<file path="src/rtl/sdac_pkg.sv">
package sdac_pkg;
  typedef enum logic [1:0] {
    MODE_NORMAL = 2'b00,
    MODE_PD_1K  = 2'b01,
    MODE_PD_100K = 2'b10,
    MODE_HIZ    = 2'b11
  } pd_mode_e;

  localparam int unsigned FRAME_W  = 24;
  localparam int unsigned CODE_W   = 16;
  localparam int unsigned MODE_LSB = 16;
endpackage

</file>
<file path="src/rtl/sdac_sync.sv">
module sdac_sync #(
  parameter int unsigned WIDTH  = 3,
  parameter int unsigned STAGES = 2,
  parameter logic [WIDTH-1:0] RST_VAL = '0
) (
  input  logic             clk_i,
  input  logic             rst_ni,
  input  logic [WIDTH-1:0] d_i,
  output logic [WIDTH-1:0] q_o
);
  logic [WIDTH-1:0] stage_q [STAGES];

  for (genvar s = 0; s < STAGES; s++) begin : g_stage
    always_ff @(posedge clk_i or negedge rst_ni) begin
      if (!rst_ni) stage_q[s] <= RST_VAL;
      else if (s == 0) stage_q[s] <= d_i;
      else stage_q[s] <= stage_q[(s == 0) ? 0 : s-1];
    end
  end

  assign q_o = stage_q[STAGES-1];
endmodule

</file>
<file path="src/rtl/sdac_shifter.sv">
module sdac_shifter #(
  parameter int unsigned FRAME_W = 24
) (
  input  logic               clk_i,
  input  logic               rst_ni,
  input  logic               sclk_i,
  input  logic               sync_ni,
  input  logic               din_i,
  output logic [FRAME_W-1:0] frame_o,
  output logic               done_o
);
  localparam int unsigned CNT_W = $clog2(FRAME_W + 1);
  localparam logic [CNT_W-1:0] CNT_FULL = CNT_W'(FRAME_W);
  localparam logic [CNT_W-1:0] CNT_LAST = CNT_W'(FRAME_W - 1);

  logic             sclk_q;
  logic [CNT_W-1:0] cnt_q;
  logic [FRAME_W-1:0] sr_q;
  logic             done_q;
  logic             fall;

  assign fall = sclk_q & ~sclk_i;

  always_ff @(posedge clk_i or negedge rst_ni) begin
    if (!rst_ni) begin
      sclk_q <= 1'b1;
      cnt_q  <= '0;
      sr_q   <= '0;
      done_q <= 1'b0;
    end else begin
      sclk_q <= sclk_i;
      done_q <= 1'b0;
      if (sync_ni) begin
        cnt_q <= '0;  // idle or abort: next window restarts at bit 0
      end else if (fall && cnt_q != CNT_FULL) begin
        sr_q  <= {sr_q[FRAME_W-2:0], din_i};
        cnt_q <= cnt_q + 1'b1;
        if (cnt_q == CNT_LAST) done_q <= 1'b1;
      end
    end
  end

  assign frame_o = sr_q;
  assign done_o  = done_q;

  p_cnt_bound_r9: assert property (@(posedge clk_i) disable iff (!rst_ni)
    cnt_q <= CNT_FULL);
  p_done_pulse_r2: assert property (@(posedge clk_i) disable iff (!rst_ni)
    done_q |=> !done_q);
  p_done_in_window_r3: assert property (@(posedge clk_i) disable iff (!rst_ni)
    $rose(done_q) |-> $past(!sync_ni));
endmodule

</file>
<file path="src/rtl/sdac_regs.sv">
module sdac_regs
  import sdac_pkg::*;
#(
  parameter int unsigned FRAME_W  = 24,
  parameter int unsigned CODE_W   = 16,
  parameter int unsigned MODE_LSB = 16,
  parameter logic [CODE_W-1:0] RESET_CODE = '0
) (
  input  logic               clk_i,
  input  logic               rst_ni,
  input  logic [FRAME_W-1:0] frame_i,
  input  logic               commit_i,
  output logic [CODE_W-1:0]  code_o,
  output logic               out_en_o,
  output logic               pd_1k_o,
  output logic               pd_100k_o,
  output logic               updated_o
);
  logic [CODE_W-1:0] code_q;
  pd_mode_e          mode_q;
  pd_mode_e          mode_in;
  logic              upd_q;

  assign mode_in = pd_mode_e'(frame_i[MODE_LSB+1:MODE_LSB]);

  always_ff @(posedge clk_i or negedge rst_ni) begin
    if (!rst_ni) begin
      code_q <= RESET_CODE;
      mode_q <= MODE_NORMAL;
      upd_q  <= 1'b0;
    end else begin
      upd_q <= commit_i;
      if (commit_i) begin
        mode_q <= mode_in;
        // power-down words keep the stored code
        if (mode_in == MODE_NORMAL) code_q <= frame_i[CODE_W-1:0];
      end
    end
  end

  always_comb begin
    out_en_o  = 1'b0;
    pd_1k_o   = 1'b0;
    pd_100k_o = 1'b0;
    unique case (mode_q)
      MODE_NORMAL:  out_en_o  = 1'b1;
      MODE_PD_1K:   pd_1k_o   = 1'b1;
      MODE_PD_100K: pd_100k_o = 1'b1;
      default: ;
    endcase
  end

  assign code_o    = code_q;
  assign updated_o = upd_q;

  p_strobe_excl_r5: assert property (@(posedge clk_i) disable iff (!rst_ni)
    $onehot0({out_en_o, pd_1k_o, pd_100k_o}));
  p_hold_idle_r3: assert property (@(posedge clk_i) disable iff (!rst_ni)
    !commit_i |=> $stable(code_q) && $stable(mode_q));
  p_code_kept_r6: assert property (@(posedge clk_i) disable iff (!rst_ni)
    (commit_i && mode_in != MODE_NORMAL) |=> $stable(code_q));
  p_upd_follows_r2: assert property (@(posedge clk_i) disable iff (!rst_ni)
    commit_i |=> updated_o);
endmodule

</file>
<file path="src/rtl/sdac_rx.sv">
module sdac_rx
  import sdac_pkg::*;
#(
  parameter int unsigned SYNC_STAGES = 2,
  parameter logic [CODE_W-1:0] RESET_CODE = '0
) (
  input  logic              clk_i,
  input  logic              rst_ni,
  input  logic              sclk_i,
  input  logic              sync_ni,
  input  logic              din_i,
  output logic [CODE_W-1:0] dac_code_o,
  output logic              out_en_o,
  output logic              pd_1k_o,
  output logic              pd_100k_o,
  output logic              updated_o
);
  logic [2:0]         link_s;
  logic [FRAME_W-1:0] frame;
  logic               done;

  sdac_sync #(
    .WIDTH  (3),
    .STAGES (SYNC_STAGES),
    .RST_VAL(3'b011)
  ) u_sync (
    .clk_i (clk_i),
    .rst_ni(rst_ni),
    .d_i   ({din_i, sync_ni, sclk_i}),
    .q_o   (link_s)
  );

  sdac_shifter #(.FRAME_W(FRAME_W)) u_shift (
    .clk_i  (clk_i),
    .rst_ni (rst_ni),
    .sclk_i (link_s[0]),
    .sync_ni(link_s[1]),
    .din_i  (link_s[2]),
    .frame_o(frame),
    .done_o (done)
  );

  sdac_regs #(
    .FRAME_W   (FRAME_W),
    .CODE_W    (CODE_W),
    .MODE_LSB  (MODE_LSB),
    .RESET_CODE(RESET_CODE)
  ) u_regs (
    .clk_i    (clk_i),
    .rst_ni   (rst_ni),
    .frame_i  (frame),
    .commit_i (done),
    .code_o   (dac_code_o),
    .out_en_o (out_en_o),
    .pd_1k_o  (pd_1k_o),
    .pd_100k_o(pd_100k_o),
    .updated_o(updated_o)
  );
endmodule

</file>
<file path="config.mk">
export PLATFORM = sky130hd
export DESIGN_NAME = sdac_rx
export DESIGN_NICKNAME = d
export VERILOG_FILES = /design/src/rtl/sdac_pkg.sv /design/src/rtl/sdac_sync.sv /design/src/rtl/sdac_shifter.sv /design/src/rtl/sdac_regs.sv /design/src/rtl/sdac_rx.sv
export SDC_FILE = /design/constraint.sdc
export NUM_CORES = 1
export LEC_CHECK = 0
export ABC_AREA = 1
export BUFFER_PORTS_ARGS = -buffer_cell sky130_fd_sc_hd__buf_2
export CELL_PAD_IN_SITES_DETAIL_PLACEMENT = 0
export CELL_PAD_IN_SITES_GLOBAL_PLACEMENT = 1
export CORE_ASPECT_RATIO = 0.75
export CORE_MARGIN = 5
export CORE_UTILIZATION = 46
export CTS_BUF_LIST = sky130_fd_sc_hd__clkbuf_8
export CTS_CLUSTER_DIAMETER = 50
export DETAILED_ROUTE_END_ITERATION = 12
export PLACE_DENSITY = 0.85
export REMOVE_ABC_BUFFERS = 1
export SYNTH_ARGS = -nofsm -noshare
export SYNTH_HDL_FRONTEND = slang
export SYNTH_SLANG_ARGS = --single-unit
</file>
<file path="constraint.sdc">
create_clock -name clk_i -period 1.9 [get_ports clk_i]
set_clock_uncertainty 0.05 [all_clocks]
set_input_delay 0.095 -clock clk_i [delete_from_list [all_inputs] [get_ports clk_i]]
set_output_delay 0.095 -clock clk_i [all_outputs]
set_load 0.02 [all_outputs]
</file>
## Word-level counts from Yosys, hierarchy flattened

Cells that the tools add are included.

| word-level totals | value |
|---|---|
| logic and storage cells | 31 |
| input bits | 5 |
| flip-flop bits (word level) | 50 |
| output and inout bits | 20 |

| operators by class | value |
|---|---|
| add/sub/neg operators | 1 |
| equal/unequal tests | 4 |
| multiplexer cells | 8 |
| reductions and logical operators | 6 |
| bitwise logic cells | 3 |

Operators with widths:

| cell | count |
|---|---|
| $mux W5 | 2 |
| $mux W1 | 6 |
| $add A5 B1 Y5 const B | 1 |
| $eq A5 B5 Y1 const B | 1 |
| $ne A5 B5 Y1 const B | 1 |
| $logic_not A2 Y1 | 2 |
| $reduce_and A2 Y1 | 2 |
| $eq A2 B1 Y1 const B | 1 |
| $eq A2 B2 Y1 const B | 1 |
| $not A1 Y1 | 2 |
| $reduce_bool A2 Y1 | 1 |
| $and A1 B1 Y1 | 1 |
| $logic_and A1 B1 Y1 | 1 |

## Logic depth before layout (Yosys ltp)

| logic depth | value |
|---|---|
| depth in word-level cells | 5 |
| mapped depth | 10 |
| gate-level depth less buffers | 8 |

## Modules after synthesis

A second synthesis with hierarchy kept.

| unflattened totals | value |
|---|---|
| cell total of the unflattened synthesis | 250 |
| area total of the unflattened synthesis | 2,309.7 sq um |

By module, submodules not included:

| module | area an instance (sq um) | cells an instance | sequential area each (sq um) | instances |
|---|---|---|---|---|
| sdac_shifter | 1,368.8 | 159 | 777.0 | 1 |
| sdac_regs | 763.2 | 82 | 475.5 | 1 |
| sdac_sync | 177.7 | 9 | 155.1 | 1 |

## Worst setup path before layout

OpenSTA, ideal clock, no wires.

| timing | value |
|---|---|
| kind | register -> register |
| start | reg u_shift.cnt_q[0] |
| end | reg u_shift.sr_q[10] (netlist: u_shift.frame_o[10]) |
| data arrival time | 1.236 ns |
| setup time | 0.117 ns |
| period minus slack after synthesis | 1.403 ns |
| slack | 0.497 ns |
| stages on the path, launching flop included | 11 |
| required time | 1.733 ns |
| buffers on the path | 2 |
| cell sequence | dfrtp_1 > inv_1 > ha_1 > nand2_1 > inv_1 > nand2_1 > nand3_2 > buf_6 > buf_6 > nand2_1 > o21ai_2 |

| between the ends | value |
|---|---|
| longest elaborated chain between the ends | 3 |

Ends and longest elaborated chain:

| element | RTL line | RTL |
|---|---|---|
| start, declared | sdac_shifter.sv:17 | `logic [CNT_W-1:0] cnt_q;` |
| start signal, assigned | sdac_shifter.sv:37 | `cnt_q <= cnt_q + 1'b1;` |
| $ne A5 B5 Y1 | sdac_shifter.sv:35 | `end else if (fall && cnt_q != CNT_FULL) begin` |
| $logic_and A1 B1 Y1 | sdac_shifter.sv:35 |  |
| $reduce_and A2 Y1 (no line) | - |  |
| end signal, assigned | sdac_shifter.sv:36 | `sr_q <= {sr_q[FRAME_W-2:0], din_i};` |
| end, declared | sdac_shifter.sv:18 | `logic [FRAME_W-1:0] sr_q;` |

No other way between the ends.
A chain may end at the register's enable or synchronous reset.

## Worst setup path in the final report

| timing | value |
|---|---|
| start | reg u_shift.cnt_q[0] |
| end | reg u_shift.sr_q[7] (netlist: u_shift.frame_o[7]) |

The elaborated chain is that of the path after synthesis.

==> reports/qor.csv <==
metric;value;unit
synth_top_area_share;57.3;%
synthXorXnorAreaFrac;0.445;%
holdWs;0.309;ns
insertedDiodeCount;0;
yosysSeqAreaShare;63.9;%
power_density;874;nW/um2
cts_tree;yes;
finalWirelength;3280;um
viasPerCell;4.67;
yosysWarnings;0;
mostFrequentLayoutCells;50 x nand2_1, 45 x dfrtp_1, 26 x inv_1, 24 x buf_2, 18 x o21ai_0;
status;completed;
vdd_drop_max;0.559;mV
fin_tns_setup;0;ns
cts_sinks;50;
htreeDepth;2;
rows;20;
synthAdderAreaFrac;1.27;%
slowest_stage;dfrtp_1;
layout-area-overhead-vs-synth;17.7;%
die_w;85.5;um
drv_slew;0;
fill_cells;372;
cts_buffers;5;
ant_nets;0;
antenna_found_initial;0;
required;2.04;ns
synth_mux_area_share;0;%
worstPathMaxFanout;38;
yosys.area.top_type;dfrtp_1;
worstPathCellList;inv_1 -> ha_1 -> nand2_1 -> inv_1 -> nand2_1 -> nand3_2 -> buf_12 -> nand2_1 -> o21ai_2;
synthTopCellsByArea;dfrtp_1 57%, nand2_1 9.5%, dfstp_2 6.7%;
cts_setup_buffers;0;
grt_usage;13.4;%
dr.pass1.iters;4;
worst_ep_arrival_time;1.58;ns
io_buffers;24;
postSynthAreaPerCell;9.98;um2
clk_latency;0.29;ns
core;4100;um2
ctsResizeCount;0;
drt_iter0_markers;48;
max_freq;697;MHz
critPathLaunchType;flip-flop;
ys_seq_elements;50;
die_h;66.6;um
gp_congestion;0.800;
critical_path_class;reg -> reg;
syn_area;1970;um2
max-cap-violations;0;
end_kind;flip-flop;
cpPeakStageDelay;0.42;ns
synth_top_family_by_area;simple AND/OR/NAND/NOR gates;
hold_viol;0;
vias;1330;
initial_utilization;47.9;%
netlist_instances;197;
drc;0;
mostFrequentLayoutCell;nand2_1;
grt_max_degree;39;
nets;236;
drive_above_1_share;22.6;%
wl_per_cell;11.5;um
finalCriticalPeriod;1.44;ns
worst_pin_slew;0.695;ns
cts_buffer_depth;2;
yosys.area_share.simple;14.9;%
dp_hpwl;2240;um
grt-ovfl-total;0;
maxSlewHeadroom;53.7;%
synth_compound_area_share;11.2;%
ios;25;
root_buffer;clkbuf_8;
setup_viol;0;
die_area;5700;um2
rsz0062_at_grt;no;
hold_buffers;4;
cp_common_cell;nand2_1;
grt_pass1_vias;1308;
grt_pass1_wl;5890;um
period_share;75.5;%
clk_pin_slew_worst_paths;0.09;ns
ys_types;21;
hold_path.class;reg -> reg;
leakagePower;1.14;nW
path summary, 6_finish.rpt:
| kind | start | end | slack, ns | cells after the start |
|---|---|---|---|---|
| setup / recovery | u_shift.cnt_q[0] | u_shift.frame_o[7] | 0.46 | 9 |
| hold / removal | u_sync.stage_q[3] | u_sync.q_o[0] | 0.31 | 0 |
| setup reg to reg | u_shift.cnt_q[0] | u_shift.frame_o[7] | 0.46 | 9 |
| hold reg to reg | u_sync.stage_q[3] | u_sync.q_o[0] | 0.31 | 0 |
| max in group asynchronous | rst_ni | u_regs.code_o[12] | 0.84 | 3 |
| min in group asynchronous | rst_ni | u_regs.code_o[0] | 0.33 | 2 |
kinds of logic (layout without fill, tap and decap cells):
logic type                 count (synthesis)  count (layout)
AOI/OAI and AO/OA                         38              38
xor gates and xnor gates                   1               1
adders and majority gates                  2               2
buffers and inverters                     35              68
DFF                                       50              50
and+or+nand+nor                           71              71
cells in the mapped netlist (all sizes together):
| library cell | number |
|---|---|
| clkinv | 1 |
| a21oi | 1 |
| ha | 2 |
| clkbuf | 2 |
| xnor2 | 1 |
| o21ai | 37 |
| dfrtp | 45 |
| dfstp | 5 |
| inv | 26 |
| nand3 | 14 |
| nand2 | 50 |
| nor2 | 6 |
| buf | 6 |
| nand4 | 1 |
stage by stage:
stage               std cells  power, mW  setup WS, ns  util [%]  instance area, um2
floorplan                 189       1.24         0.188         -                1910
global placement          273       1.29         0.510      52.6                2160
detailed placement        273       1.30         0.479      52.6                2160
CTS                       285       2.06         0.463      56.4                2310
global route              285       2.14         0.310      56.4                2310
finish                    285       2.02         0.465      56.4                2310
flip-flops by register name, indices dropped and copies added (netlist names):
name	flops
u_shift.sclk_q	1
u_shift.frame_o	18
u_sync.stage_q	3
u_regs.updated_o	1
u_shift.done_o	1
u_sync.q_o	3
u_regs.mode_q	2
u_shift.cnt_q	5
u_regs.code_o	16
worst max-delay path, delay by kind of cell, from the launching register on:
family / cells / cell delay [ns]
AO/OA/AOI/OAI: 1 / 0.05
adder cells (fa/ha/maj): 1 / 0.19
buffers and inverters: 3 / 0.29
flip-flops: 1 / 0.42
AND/OR/NAND/NOR: 4 / 0.32
routing by layer:
layer	share of wire (%)	track usage [%]
met5	0	0
met3	5.5	3.46
met1	50	17.9
met2	42	20.0
met4	2.2	7.31
final cells by class:
cell class	count	area, um2	area share (%)
clock buffers	6	82.6	3.57
inverters	27	101	4.38
clock inverters	2	33.8	1.46
multi-input cells	112	548	23.7
flip-flops and latches	50	1260	54.3
well taps	55	68.8	2.97
repair buffers	33	223	9.62
power by group:
part	switching, mW	total [mW]	internal [mW]	leakage (nW)
clock network	0.321	0.745	0.424	0.0626
registers	0.0258	1.14	1.12	0.670
logic	0.0865	0.134	0.0478	0.412
total	0.434	2.02	1.59	1.14
Note: power is estimated with default switching activity, not from simulation.
